`config.mk`:
```
export PLATFORM = sky130hd
export DESIGN_NAME = ddr_init_seq
export DESIGN_NICKNAME = d
export VERILOG_FILES = /design/src/rtl/ddr_init_pkg.sv /design/src/rtl/ddr_init_timer.sv /design/src/rtl/ddr_init_cmd_enc.sv /design/src/rtl/ddr_init_addr_gen.sv /design/src/rtl/ddr_init_seq.sv
export SDC_FILE = /design/constraint.sdc
export NUM_CORES = 1
export LEC_CHECK = 0
export BUFFER_PORTS_ARGS = -buffer_cell sky130_fd_sc_hd__buf_2
export CORE_AREA = 2 2 68 70
export CTS_CLUSTER_DIAMETER = 50
export DETAILED_ROUTE_END_ITERATION = 12
export DIE_AREA = 0 0 70 72
export PLACE_DENSITY = 0.7
export SLEW_MARGIN = 30
export SYNTH_ARGS = -nofsm -noshare
export SYNTH_HDL_FRONTEND = slang
export SYNTH_SLANG_ARGS = --single-unit
```
`constraint.sdc`:
```
create_clock -name clk -period 6.3 [get_ports clk]
set_input_delay 0.63 -clock clk [delete_from_list [all_inputs] [get_ports clk]]
set_output_delay 0.63 -clock clk [all_outputs]
set_load 0.05 [all_outputs]
```
`src/rtl/ddr_init_pkg.sv`:
```
package ddr_init_pkg;

  typedef enum logic [1:0] {
    CMD_NOP,
    CMD_PRE,
    CMD_REF,
    CMD_MODE
  } cmd_e;

  typedef enum logic [3:0] {
    S_IDLE,
    S_WAIT,
    S_CKEUP,
    S_PRE1,
    S_EMRS,
    S_MRS_DLL,
    S_PRE2,
    S_REF,
    S_MRS_OP,
    S_DONE
  } state_e;

  typedef struct packed {
    logic [2:0] bl;
    logic       bt;
    logic [2:0] cl;
    logic [1:0] drv;
  } cfg_t;

endpackage

```
`src/rtl/ddr_init_timer.sv`:
```
module ddr_init_timer #(
  parameter int CNT_W = 16
) (
  input  logic             clk,
  input  logic             rst_n,
  input  logic             load,
  input  logic [CNT_W-1:0] load_val,
  output logic             zero
);
  logic [CNT_W-1:0] cnt_q;

  always_ff @(posedge clk) begin
    if (!rst_n) begin
      cnt_q <= '0;
    end else if (load) begin
      cnt_q <= load_val;
    end else if (cnt_q != '0) begin
      cnt_q <= cnt_q - CNT_W'(1);
    end
  end

  assign zero = (cnt_q == '0);
endmodule

```
`src/rtl/ddr_init_cmd_enc.sv`:
```
module ddr_init_cmd_enc
  import ddr_init_pkg::*;
(
  input  cmd_e cmd,
  output logic cs_n,
  output logic ras_n,
  output logic cas_n,
  output logic we_n
);
  always_comb begin
    cs_n  = 1'b0;
    ras_n = 1'b1;
    cas_n = 1'b1;
    we_n  = 1'b1;
    case (cmd)
      CMD_PRE: begin
        ras_n = 1'b0;
        we_n  = 1'b0;
      end
      CMD_REF: begin
        ras_n = 1'b0;
        cas_n = 1'b0;
      end
      CMD_MODE: begin
        ras_n = 1'b0;
        cas_n = 1'b0;
        we_n  = 1'b0;
      end
      default: ;
    endcase
  end
endmodule

```
`src/rtl/ddr_init_addr_gen.sv`:
```
module ddr_init_addr_gen
  import ddr_init_pkg::*;
#(
  parameter int ADDR_W = 12,
  parameter int BA_W   = 2
) (
  input  state_e            state,
  input  cfg_t              cfg,
  output logic [BA_W-1:0]   ba,
  output logic [ADDR_W-1:0] addr
);
  always_comb begin
    ba   = '0;
    addr = '0;
    case (state)
      S_PRE1, S_PRE2: addr[8] = 1'b1;
      S_EMRS: begin
        ba[0]   = 1'b1;
        addr[1] = cfg.drv[0];
        addr[6] = cfg.drv[1];
      end
      S_MRS_DLL, S_MRS_OP: begin
        addr[2:0] = cfg.bl;
        addr[3]   = cfg.bt;
        addr[6:4] = cfg.cl;
        addr[8]   = (state == S_MRS_DLL);
      end
      default: ;
    endcase
  end
endmodule

```
`src/rtl/ddr_init_seq.sv`:
```
module ddr_init_seq
  import ddr_init_pkg::*;
#(
  parameter int CLK_MHZ   = 200,
  parameter int STABLE_US = 200,
  parameter int T_RP      = 4,
  parameter int T_MRD     = 4,
  parameter int T_RFC     = 12,
  parameter int DLL_LOCK  = 200,
  parameter int N_REF     = 2,
  parameter int ADDR_W    = 12,
  parameter int BA_W      = 2
) (
  input  logic              clk,
  input  logic              rst_n,
  input  logic              start,
  input  logic [2:0]        cfg_bl,
  input  logic              cfg_bt,
  input  logic [2:0]        cfg_cl,
  input  logic [1:0]        cfg_drv,
  output logic              cke,
  output logic              cs_n,
  output logic              ras_n,
  output logic              cas_n,
  output logic              we_n,
  output logic [BA_W-1:0]   ba,
  output logic [ADDR_W-1:0] addr,
  output logic              done
);
  localparam int STABLE_CYC = CLK_MHZ * STABLE_US;
  localparam int MAX_A   = (STABLE_CYC > DLL_LOCK) ? STABLE_CYC : DLL_LOCK;
  localparam int MAX_B   = (T_RFC > T_RP) ? T_RFC : T_RP;
  localparam int MAX_C   = (MAX_B > T_MRD) ? MAX_B : T_MRD;
  localparam int CNT_MAX = (MAX_A > MAX_C) ? MAX_A : MAX_C;
  localparam int CNT_W   = $clog2(CNT_MAX + 1);
  localparam int REF_W   = $clog2(N_REF + 1);

  // A command in cycle t with wait load G-2 lets the next command land at t+G.
  localparam logic [CNT_W-1:0] LD_STABLE = CNT_W'(STABLE_CYC - 1);
  localparam logic [CNT_W-1:0] LD_RP     = CNT_W'(T_RP - 2);
  localparam logic [CNT_W-1:0] LD_MRD    = CNT_W'(T_MRD - 2);
  localparam logic [CNT_W-1:0] LD_RFC    = CNT_W'(T_RFC - 2);
  localparam logic [CNT_W-1:0] LD_LOCK   = CNT_W'(DLL_LOCK - 2);

  state_e           state_q, ret_q;
  cfg_t             cfg_q;
  logic             cke_q;
  logic [REF_W-1:0] ref_left_q;
  logic             tmr_load, tmr_zero;
  logic [CNT_W-1:0] tmr_val;
  cmd_e             cmd;

  always_comb begin
    tmr_load = 1'b1;
    tmr_val  = LD_MRD;
    case (state_q)
      S_IDLE:    begin tmr_load = start; tmr_val = LD_STABLE; end
      S_PRE1,
      S_PRE2:    tmr_val = LD_RP;
      S_MRS_DLL: tmr_val = LD_LOCK;
      S_REF:     tmr_val = LD_RFC;
      S_EMRS,
      S_MRS_OP:  tmr_val = LD_MRD;
      default:   tmr_load = 1'b0;
    endcase
  end

  always_ff @(posedge clk) begin
    if (!rst_n) begin
      state_q    <= S_IDLE;
      ret_q      <= S_IDLE;
      cfg_q      <= '0;
      cke_q      <= 1'b0;
      ref_left_q <= '0;
    end else begin
      case (state_q)
        S_IDLE: if (start) begin
          cfg_q   <= '{bl: cfg_bl, bt: cfg_bt, cl: cfg_cl, drv: cfg_drv};
          state_q <= S_WAIT;
          ret_q   <= S_CKEUP;
        end
        S_WAIT: if (tmr_zero) begin
          state_q <= ret_q;
          if (ret_q == S_CKEUP) cke_q <= 1'b1;
        end
        S_CKEUP:   state_q <= S_PRE1;
        S_PRE1:    begin state_q <= S_WAIT; ret_q <= S_EMRS;    end
        S_EMRS:    begin state_q <= S_WAIT; ret_q <= S_MRS_DLL; end
        S_MRS_DLL: begin state_q <= S_WAIT; ret_q <= S_PRE2;    end
        S_PRE2: begin
          state_q    <= S_WAIT;
          ret_q      <= S_REF;
          ref_left_q <= REF_W'(N_REF);
        end
        S_REF: begin
          state_q    <= S_WAIT;
          ref_left_q <= ref_left_q - REF_W'(1);
          ret_q      <= (ref_left_q == REF_W'(1)) ? S_MRS_OP : S_REF;
        end
        S_MRS_OP:  begin state_q <= S_WAIT; ret_q <= S_DONE; end
        default:   state_q <= state_q;
      endcase
    end
  end

  always_comb begin
    case (state_q)
      S_PRE1, S_PRE2:               cmd = CMD_PRE;
      S_REF:                        cmd = CMD_REF;
      S_EMRS, S_MRS_DLL, S_MRS_OP:  cmd = CMD_MODE;
      default:                      cmd = CMD_NOP;
    endcase
  end

  ddr_init_timer #(.CNT_W(CNT_W)) u_timer (
    .clk      (clk),
    .rst_n    (rst_n),
    .load     (tmr_load),
    .load_val (tmr_val),
    .zero     (tmr_zero)
  );

  ddr_init_cmd_enc u_enc (
    .cmd   (cmd),
    .cs_n  (cs_n),
    .ras_n (ras_n),
    .cas_n (cas_n),
    .we_n  (we_n)
  );

  ddr_init_addr_gen #(.ADDR_W(ADDR_W), .BA_W(BA_W)) u_addr (
    .state (state_q),
    .cfg   (cfg_q),
    .ba    (ba),
    .addr  (addr)
  );

  assign cke  = cke_q;
  assign done = (state_q == S_DONE);
endmodule

```
==> results of run 1 <==
state kept, by name (all words and copies together) (netlist names):
signal and count:
u_timer.cnt_q 16, cfg_q 9, ret_q 4, state_q 4
ref_left_q 2, cke 1
power by group through the flow:
stage               sequential (mW)  combinational, mW  clock, mW
global route                  0.266              0.125      0.187
CTS                           0.263              0.111      0.181
global placement              0.268              0.109          0
floorplan                     0.262             0.0975          0
finish                        0.263              0.111      0.175
detailed placement            0.268              0.110          0
worst max-delay path: stages, from the launching register on:
cell and delay, ns:
dfxtp_1 0.52, nor2b_1 0.38, a22oi_1 0.14, nor2_1 0.35, and2_1 0.19, buf_2 0.26
logic make-up (layout without fill, tap and decap cells):
group	count (synthesis)	count (layout)	synth area share, %
AO/OA/AOI/OAI	61	61	19.3
XOR/XNOR	7	7	3.25
adder cells (fa/ha/maj)	2	2	1.33
buffers and inverters	28	40	6.84
flip-flops	36	36	38.2
multiplexers	1	1	0.531
other	1	6	0.199
AND/OR/NAND/NOR	109	109	30.3
metal layers:
layer,track usage [%],vias up,wire (um)
met5,0,-,0
met4,8.76,0,74
met3,3.61,8,198
met2,27.5,46,1830
met1,21.9,762,1920
li1,-,882,-
worst min path at each step:
stage	endpoint	slack, ns
final	cke$_SDFFE_PN0P_	0.44
after global routing	cke$_SDFFE_PN0P_	0.48
after CTS	cke$_SDFFE_PN0P_	0.44
after detailed placement	cke$_SDFFE_PN0P_	0.43
after global placement	cke$_SDFFE_PN0P_	0.43
after floorplan	cfg_q[2]$_SDFFE_PN0P_	0.43
Yosys cell counts, types with 3 or more instances:
master    number  area (um2)
or2_2          4        25.0
a22oi_1        3        22.5
inv_1          7        26.3
xnor2_1        3        26.3
nand2_1       33         124
o21ai_0        9        45.0
or4_1          6        45.0
buf_4          6        45.0
and2_1         6        37.5
a21oi_1       27         135
a31oi_1        6        37.5
nor3_1         4        20.0
nand3_1        5        25.0
nor2_1        25        93.8
dfxtp_1       36         721
xor2_1         4        35.0
nand2b_1       3        18.8
nor2b_1        6        37.5
and3_1         5        31.3
clkbuf_1      13        48.8
area by class of cell:
class	instances	share of cell area [%]
repair buffers	25	5.98
well taps	52	3.11
flip-flops and latches	36	34.5
inverters	8	1.44
clock buffers	7	4.61
multi-input cells	186	50.4
stage by stage:
stage / utilization, % / hold WS [ns]
floorplan: - / 0.432
global route: 49.0 / 0.477
global placement: 46.8 / 0.432
CTS: 49.0 / 0.444
detailed placement: 46.8 / 0.435
finish: 49.0 / 0.439
==> results.json, run 1 <==
{
  "worstSetupEndpoint": "addr[4]",
  "report.power.total_uw": 550,
  "firstDrtPassIters": 4,
  "pwr-share-comb_pct": 20.3,
  "clock-root-buffer": "clkbuf_8",
  "core_area_um2": 4260,
  "io_pins": 32,
  "grt_pass1_wl_um": 6920,
  "stdcell_area_um2": 2090,
  "port-buffer-count": 25,
  "grt_overflow_total": 0,
  "grt_max_degree": 22,
  "area.sequential_um2": 721,
  "synth-main-ff-cell": "dfxtp_1",
  "min_from": "cke$_SDFFE_PN0P_",
  "dpl_cell_area_um2": 1990,
  "cts-buffers-inserted": 5,
  "peakVddDrop_v": 0.000133,
  "finalWorstSetupSlack_ns": 3.54,
  "r2r_setup_slack_ns": 3.95,
  "hold_depth": 2,
  "initial_core_util_pct": 44.2,
  "power.leakage_nw": 0.859,
  "grt_setup_unrepaired": "false",
  "async_flop_share_pct": 0,
  "cts_tree": "done",
  "cts.sinks": 36,
  "nets": 276,
  "yosys_warnings": 0,
  "syn_to_final_growth_pct": 11.0,
  "clock.fmax_mhz": 362,
  "path_class": "flop to primary output",
  "setup_viol": 0,
  "ys_ff_latch": 36,
  "drc": 0,
  "startpoint": "state_q[3]$_SDFFE_PN0P_",
  "syn_area_um2": 1880,
  "fin_cells": 314,
  "vias": 1698,
  "timing.max_cap.violations": 0,
  "period_share_pct": 43.8,
  "cts_setup_buffers": 0,
  "grt_antenna_before_repair": 0,
  "r2r-start": "u_timer.cnt_q[0]$_SDFFE_PN0P_",
  "hold_class": "flop to flop",
  "reg2regPathDepth": 7,
  "routedWlPerCell_um": 12.8,
  "gp_congestion": 0.869,
  "die_height_um": 72,
  "placementRows": 24,
  "power_density_nw_per_um2": 263,
  "viasPerCell": 5.41,
  "htreeDepth": 2,
  "p_seq_share_pct": 47.9,
  "track_usage_pct": 17.1,
  "dpl.hpwl_um": 2860,
  "dp_cells": 307,
  "p_clk_share_pct": 31.8,
  "multi_input_area_um2": 1050,
  "critPathLaunchType": "flop",
  "ys_seq_area_share_pct": 38.2,
  "slew_headroom_pct": 54.9,
  "layout_common_cells": "36 x dfxtp_1, 33 x nand2_1, 27 x a21oi_1",
  "p_int_uw": 388,
  "preCtsSetupSlack_ns": 3.88,
  "dieArea_um2": 5040,
  "fin_crit_ns": 2.76,
  "final_common_cell": "dfxtp_1",
  "finalHoldViolations": 0,
  "swShare_pct": 29.5,
  "hold_buffers": 0,
  "clock_latency_ns": 0.29,
  "clockBufferDepth": 2,
  "die_w_um": 70,
  "drt-initial-drc-count": 70,
  "r2r_end": "state_q[1]$_SDFFE_PN0P_",
  "drt_wl_total_um": 4020,
  "run_status": "finished clean",
  "crit_fanout": 21,
  "ant_nets": 0,
  "setup_tns_ns": 0,
  "p_sw_uw": 162,
  "crit_path_end_kind": "primary output",
  "n_fill_cell": 418,
  "yosysUniqueCellTypes": 47,
  "synthCells": 245,
  "path_clk_slew_ns": 0.07,
  "drive_above_1_share_pct": 15.6,
  "avgSynthCellArea_um2": 7.69,
  "post_cts_resized": 0,
  "timing.final.max_slew_violations": 0,
  "diodes": 0,
  "first_global_vias": 1576,
  "worst_pin_slew_ns": 0.675,
  "critical_path_required_ns": 5.67,
  "arrival_ns": 2.13,
  "synth_edf_count": 0,
  "finalClockSkew_ns": 0.00590
}
Power figures use the tool's default switching activity.
==> inputs of run 2 (changes only) <==
PLACE_DENSITY = 0.72   (was 0.7)
clock period = 2.5 ns   (was 6.3 ns; I/O delays follow)
==> results.json, run 2 (synthesis results as in run 1) <==
{
  "grt_setup_unrepaired": "false",
  "reg2regPathDepth": 7,
  "path_clk_slew_ns": 0.07,
  "grt_pass1_wl_um": 7220,
  "gp_congestion": 0.860,
  "placementRows": 24,
  "cts.sinks": 36,
  "power.leakage_nw": 0.900,
  "drt-initial-drc-count": 105,
  "drc": 0,
  "arrival_ns": 2.52,
  "timing.final.max_slew_violations": 0,
  "setup_viol": 0,
  "largest_register": "u_timer.cnt_q",
  "dpl.hpwl_um": 3130,
  "timing.max_cap.violations": 0,
  "r2r_end": "state_q[1]$_SDFFE_PN0P_",
  "track_usage_pct": 17.9,
  "first_global_vias": 1551,
  "peakVddDrop_v": 0.000352,
  "grt_max_degree": 18,
  "run_status": "finished clean",
  "finalClockSkew_ns": 0.00335,
  "viasPerCell": 5.42,
  "period_share_pct": 92.2,
  "port-buffer-count": 25,
  "grt_antenna_before_repair": 0,
  "drive_above_1_share_pct": 18.5,
  "drt_wl_total_um": 4290,
  "layout_common_cells": "36 x dfxtp_1, 33 x nand2_1, 27 x a21oi_1",
  "dieArea_um2": 5040,
  "htreeDepth": 2,
  "nets": 283,
  "cts-buffers-inserted": 5,
  "slew_headroom_pct": 55.8,
  "startpoint": "u_timer.cnt_q[0]$_SDFFE_PN0P_",
  "reg_top3": "u_timer.cnt_q: 16 flops, cfg_q: 9 flops",
  "syn_to_final_growth_pct": 13.8,
  "r2r-start": "u_timer.cnt_q[0]$_SDFFE_PN0P_",
  "post_cts_resized": 0,
  "clock.fmax_mhz": 434,
  "report.power.total_mw": 1.37,
  "finalHoldViolations": 0,
  "grt_overflow_total": 0,
  "diodes": 0,
  "largest_reg_flops": 16,
  "min_from": "cfg_bl[1]",
  "r2r_setup_slack_ns": 0.19,
  "cts_setup_buffers": 0,
  "path_class": "flop to flop",
  "clock-root-buffer": "clkbuf_8",
  "hold_buffers": 0,
  "vias": 1746,
  "die_height_um": 72,
  "crit_fanout": 6,
  "critical_path_required_ns": 2.72,
  "hold_class": "primary input to flop",
  "clock_latency_ns": 0.29,
  "fin_crit_ns": 2.31,
  "min_to": "cfg_q[7]$_SDFFE_PN0P_",
  "clockBufferDepth": 2,
  "cts_tree": "done",
  "final_common_cell": "dfxtp_1",
  "firstDrtPassIters": 4,
  "io_pins": 32,
  "routedWlPerCell_um": 13.3,
  "worst_pin_slew_ns": 0.658,
  "hold_depth": 3,
  "critPathLaunchType": "flop",
  "ant_nets": 0,
  "initial_core_util_pct": 44.2,
  "power_density_nw_per_um2": 641,
  "crit_path_end_kind": "flop",
  "core_area_um2": 4260,
  "die_w_um": 70,
  "setup_tns_ns": 0
}
[run 2: cell types whose count changed in the layout (fill, tap and decap cells not counted)]
| cell | before | now |
|---|---|---|
| clkbuf_8 | 7 | 6 |
| nor3_2 | 0 | 1 |
| clkinv_2 | 0 | 2 |
| buf_4 | 0 | 7 |
| nor3_1 | 4 | 3 |
[run 2: area by class of cell]
type | count | area [um2]
Timing Repair Buffer | 32 | 178
Multi-Input combinational cell | 186 | 1060
Clock buffer | 6 | 82.6
Fill cell | 412 | 2120
Sequential cell | 36 | 721
Tap cell | 52 | 65.1
Clock inverter | 2 | 10.0
Inverter | 8 | 30.0
[run 2: critical path, stage by stage, from the launching register on]
cell and delay [ns]:
dfxtp_1 0.35, inv_1 0.07, ha_1 0.18, or3b_2 0.50, or4_1 0.65, nor4_4 0.23
nand2_1 0.11, a21oi_1 0.14
[run 2: worst max-delay path by stage]
stage	to	slack, ns	cells past startpoint
floorplan	addr[8]	0.07	4
global placement	u_timer.cnt_q[8]$_SDFFE_PN0P_	0.29	7
detailed placement	cke$_SDFFE_PN0P_	0.22	7
CTS	cke$_SDFFE_PN0P_	0.20	7
global route	addr[1]	0.02	5
finish	state_q[1]$_SDFFE_PN0P_	0.19	7
[run 2: stage by stage]
step / instance area, um2 / worst slack (ns) / utilization (%) / hold slack, ns / instances
after floorplan: 1910 / 0.0671 / - / 0.384 / 250
after global placement: 2050 / 0.292 / 48.1 / 0.439 / 314
after detailed placement: 2050 / 0.215 / 48.1 / 0.444 / 314
after CTS: 2140 / 0.196 / 50.3 / 0.187 / 322
after global routing: 2140 / 0.0190 / 50.3 / 0.193 / 322
final: 2140 / 0.194 / 50.3 / 0.192 / 322
[run 2: power breakdown]
| group | total, mW | switching (mW) | internal [mW] |
|---|---|---|---|
| Clock | 0.420 | 0.200 | 0.220 |
| Combinational | 0.292 | 0.173 | 0.119 |
| Sequential | 0.662 | 0.0428 | 0.619 |
| Total | 1.37 | 0.416 | 0.957 |
[run 2: per-layer routing]
metal / wire, um / global-route usage [%]
met5: 0 / 0
met3: 223 / 4.86
met1: 1970 / 23.6
met4: 50 / 6.84
met2: 2050 / 28.3
==> inputs of run 3 (changes only) <==
CORE_AREA = 2 2 73 75   (was 2 2 68 70)
DIE_AREA = 0 0 75 77   (was 0 0 70 72)
SYNTH_HIERARCHICAL = 1   (was unset)
==> results.json, run 3 <==
{
  "run_status": "finished clean",
  "clock-root-buffer": "clkbuf_8",
  "finalClockSkew_ns": 0.00337,
  "crit_path_end_kind": "flop",
  "post-synth-top-count-cell": "nand2_1",
  "preCtsSetupSlack_ns": 0.205,
  "gp_congestion": 0.786,
  "ys_ff_latch": 36,
  "crit_slowest_cell": "or4_4",
  "yosysTopAreaCell": "dfxtp_1",
  "grt_overflow_total": 0,
  "initial_core_util_pct": 44.3,
  "dpl.hpwl_um": 3260,
  "largest_register": "u_timer/cnt_q",
  "crit_fanout": 4,
  "core_area_um2": 4980,
  "n_fill_cell": 497,
  "synth_edf_count": 0,
  "yosysTopAreaCellShare_pct": 32.7,
  "power.leakage_nw": 0.941,
  "async_flop_share_pct": 0,
  "grt_max_degree": 28,
  "drt_wl_total_um": 4670,
  "path_clk_slew_ns": 0.07,
  "peakVddDrop_v": 0.000315,
  "yosys_warnings": 6,
  "htreeDepth": 2,
  "port-buffer-count": 25,
  "dieArea_um2": 5780,
  "viasPerCell": 5.31,
  "arrival_ns": 2.50,
  "slew_headroom_pct": 64.2,
  "io_pins": 32,
  "final_common_cell": "nand2_1",
  "finalWorstSetupSlack_ns": 0.178,
  "setup_viol": 0,
  "clock.fmax_mhz": 431,
  "avgSynthCellArea_um2": 7.77,
  "synth_area_leaders": "dfxtp_1 33%, nand2_1 6.3%, nand3_1 4.5%",
  "setup_tns_ns": 0,
  "routedWlPerCell_um": 12.3,
  "timing.final.max_slew_violations": 0,
  "nets": 323,
  "hold_class": "primary input to flop",
  "yosysUniqueCellTypes": 62,
  "drc": 0,
  "syn_area_um2": 2210,
  "first_global_vias": 1771,
  "clockBufferDepth": 2,
  "ant_nets": 0,
  "r2r-start": "u_timer/cnt_q[0]$_SDFFE_PN0P_",
  "clock_latency_ns": 0.29,
  "synth-main-ff-cell": "dfxtp_1",
  "vias": 2012,
  "fin_hold_ws_ns": 0.211,
  "hold_buffers": 0,
  "ys_seq_area_share_pct": 32.7,
  "die_w_um": 75,
  "reg_top3": "u_timer/cnt_q: 16 flops, cfg_q: 9 flops",
  "min_from": "cfg_bl[1]",
  "period_share_pct": 92.9,
  "cts-buffers-inserted": 5,
  "cts_setup_buffers": 0,
  "timing.max_cap.violations": 0,
  "fin_crit_ns": 2.32,
  "startpoint": "u_timer/cnt_q[0]$_SDFFE_PN0P_",
  "drt-initial-drc-count": 100,
  "cts.sinks": 36,
  "largest_reg_flops": 16,
  "worst_pin_slew_ns": 0.533,
  "firstDrtPassIters": 4,
  "die_height_um": 77,
  "grt_setup_unrepaired": "false",
  "layout_common_cells": "37 x nand2_1, 36 x dfxtp_1, 25 x buf_2",
  "syn_to_final_growth_pct": 11.9,
  "worstPathCellList": "inv_1, ha_1, or3b_1, or4_4, nor2_1, nand2_1, a21oi_2, o21ai_1, and3_1",
  "finalHoldViolations": 0,
  "critical_path_required_ns": 2.68,
  "path_class": "flop to flop",
  "grt_antenna_before_repair": 0,
  "synth_common_cells": "37 x nand2_1, 36 x dfxtp_1, 20 x nand3_1",
  "critPathLaunchType": "flop",
  "track_usage_pct": 17.4,
  "synthCells": 284,
  "max_stage_delay_ns": 0.52,
  "grt_pass1_wl_um": 8070,
  "drive_above_1_share_pct": 17.2,
  "post_cts_resized": 0,
  "cts_tree": "done",
  "placementRows": 26,
  "diodes": 0,
  "power_density_nw_per_um2": 1060
}
## run 3: power breakdown
| group | switching, mW | leakage [nW] | total (mW) | internal (mW) |
|---|---|---|---|---|
| logic | 0.798 | 0.604 | 1.33 | 0.534 |
| clock network | 0.199 | 0.0410 | 0.388 | 0.189 |
| registers | 0.165 | 0.296 | 0.895 | 0.730 |
| total | 1.16 | 0.941 | 2.61 | 1.45 |
## run 3: final timing paths
path / endpoint / slack [ns] / cells after the start
setup / recovery: state_q[3]$_SDFFE_PN0P_ / 0.18 / 9
hold reg to reg: cfg_q[6]$_SDFFE_PN0P_ / 0.45 / 2
setup reg to reg: state_q[3]$_SDFFE_PN0P_ / 0.18 / 9
hold / removal: cfg_q[7]$_SDFFE_PN0P_ / 0.21 / 3
## run 3: per-stage QoR
step | area, um2 | utilization, % | instances | power (mW)
2_1_floorplan | 2250 | - | 294 | 1.96
3_3_place_gp | 2390 | 48.0 | 372 | 2.18
3_5_place_dp | 2390 | 48.0 | 372 | 2.22
4_1_cts | 2470 | 49.6 | 379 | 2.62
5_1_grt | 2470 | 49.6 | 379 | 2.82
6_report | 2470 | 49.6 | 379 | 2.61
## run 3: logic make-up (layout without fill, tap and decap cells)
logic type / Yosys count / count (layout) / synth area share, %
and+or+nand+nor: 124 / 124 / 31.4
xor gates and xnor gates: 11 / 11 / 4.37
buffers and inverters: 36 / 51 / 8.22
adders and majority gates: 2 / 2 / 1.13
other: 4 / 14 / 0.680
AOI/OAI and AO/OA: 70 / 70 / 21.0
DFF: 36 / 36 / 32.7
muxes: 1 / 1 / 0.454
## run 3: layer usage
layer  share of wire (%)  wire length [um]  global-route usage [%]
met1                  49              2310                    23.8
met2                  46              2130                    26.1
met3                 4.0               186                    4.73
met4                0.94                44                    5.89
met5                   0                 0                       0
## run 3: area by class of cell
| cell class | instances | area [um2] | share of cell area, % |
|---|---|---|---|
| Clock buffer | 6 | 72.6 | 2.94 |
| Clock inverter | 1 | 5.00 | 0.203 |
| Inverter | 10 | 37.5 | 1.52 |
| Multi-Input combinational cell | 222 | 1350 | 54.8 |
| Sequential cell | 36 | 721 | 29.2 |
| Tap cell | 70 | 87.6 | 3.55 |
| Timing Repair Buffer | 34 | 193 | 7.81 |
## run 3: worst max-delay path, delay by kind of cell (launching register included)
kind / cells / cell delay, ns
AND/OR/NAND/NOR: 5 / 1.32
flip-flops: 1 / 0.34
AO/OA/AOI/OAI: 2 / 0.28
adder cells (fa/ha/maj): 1 / 0.19
buffers and inverters: 1 / 0.08
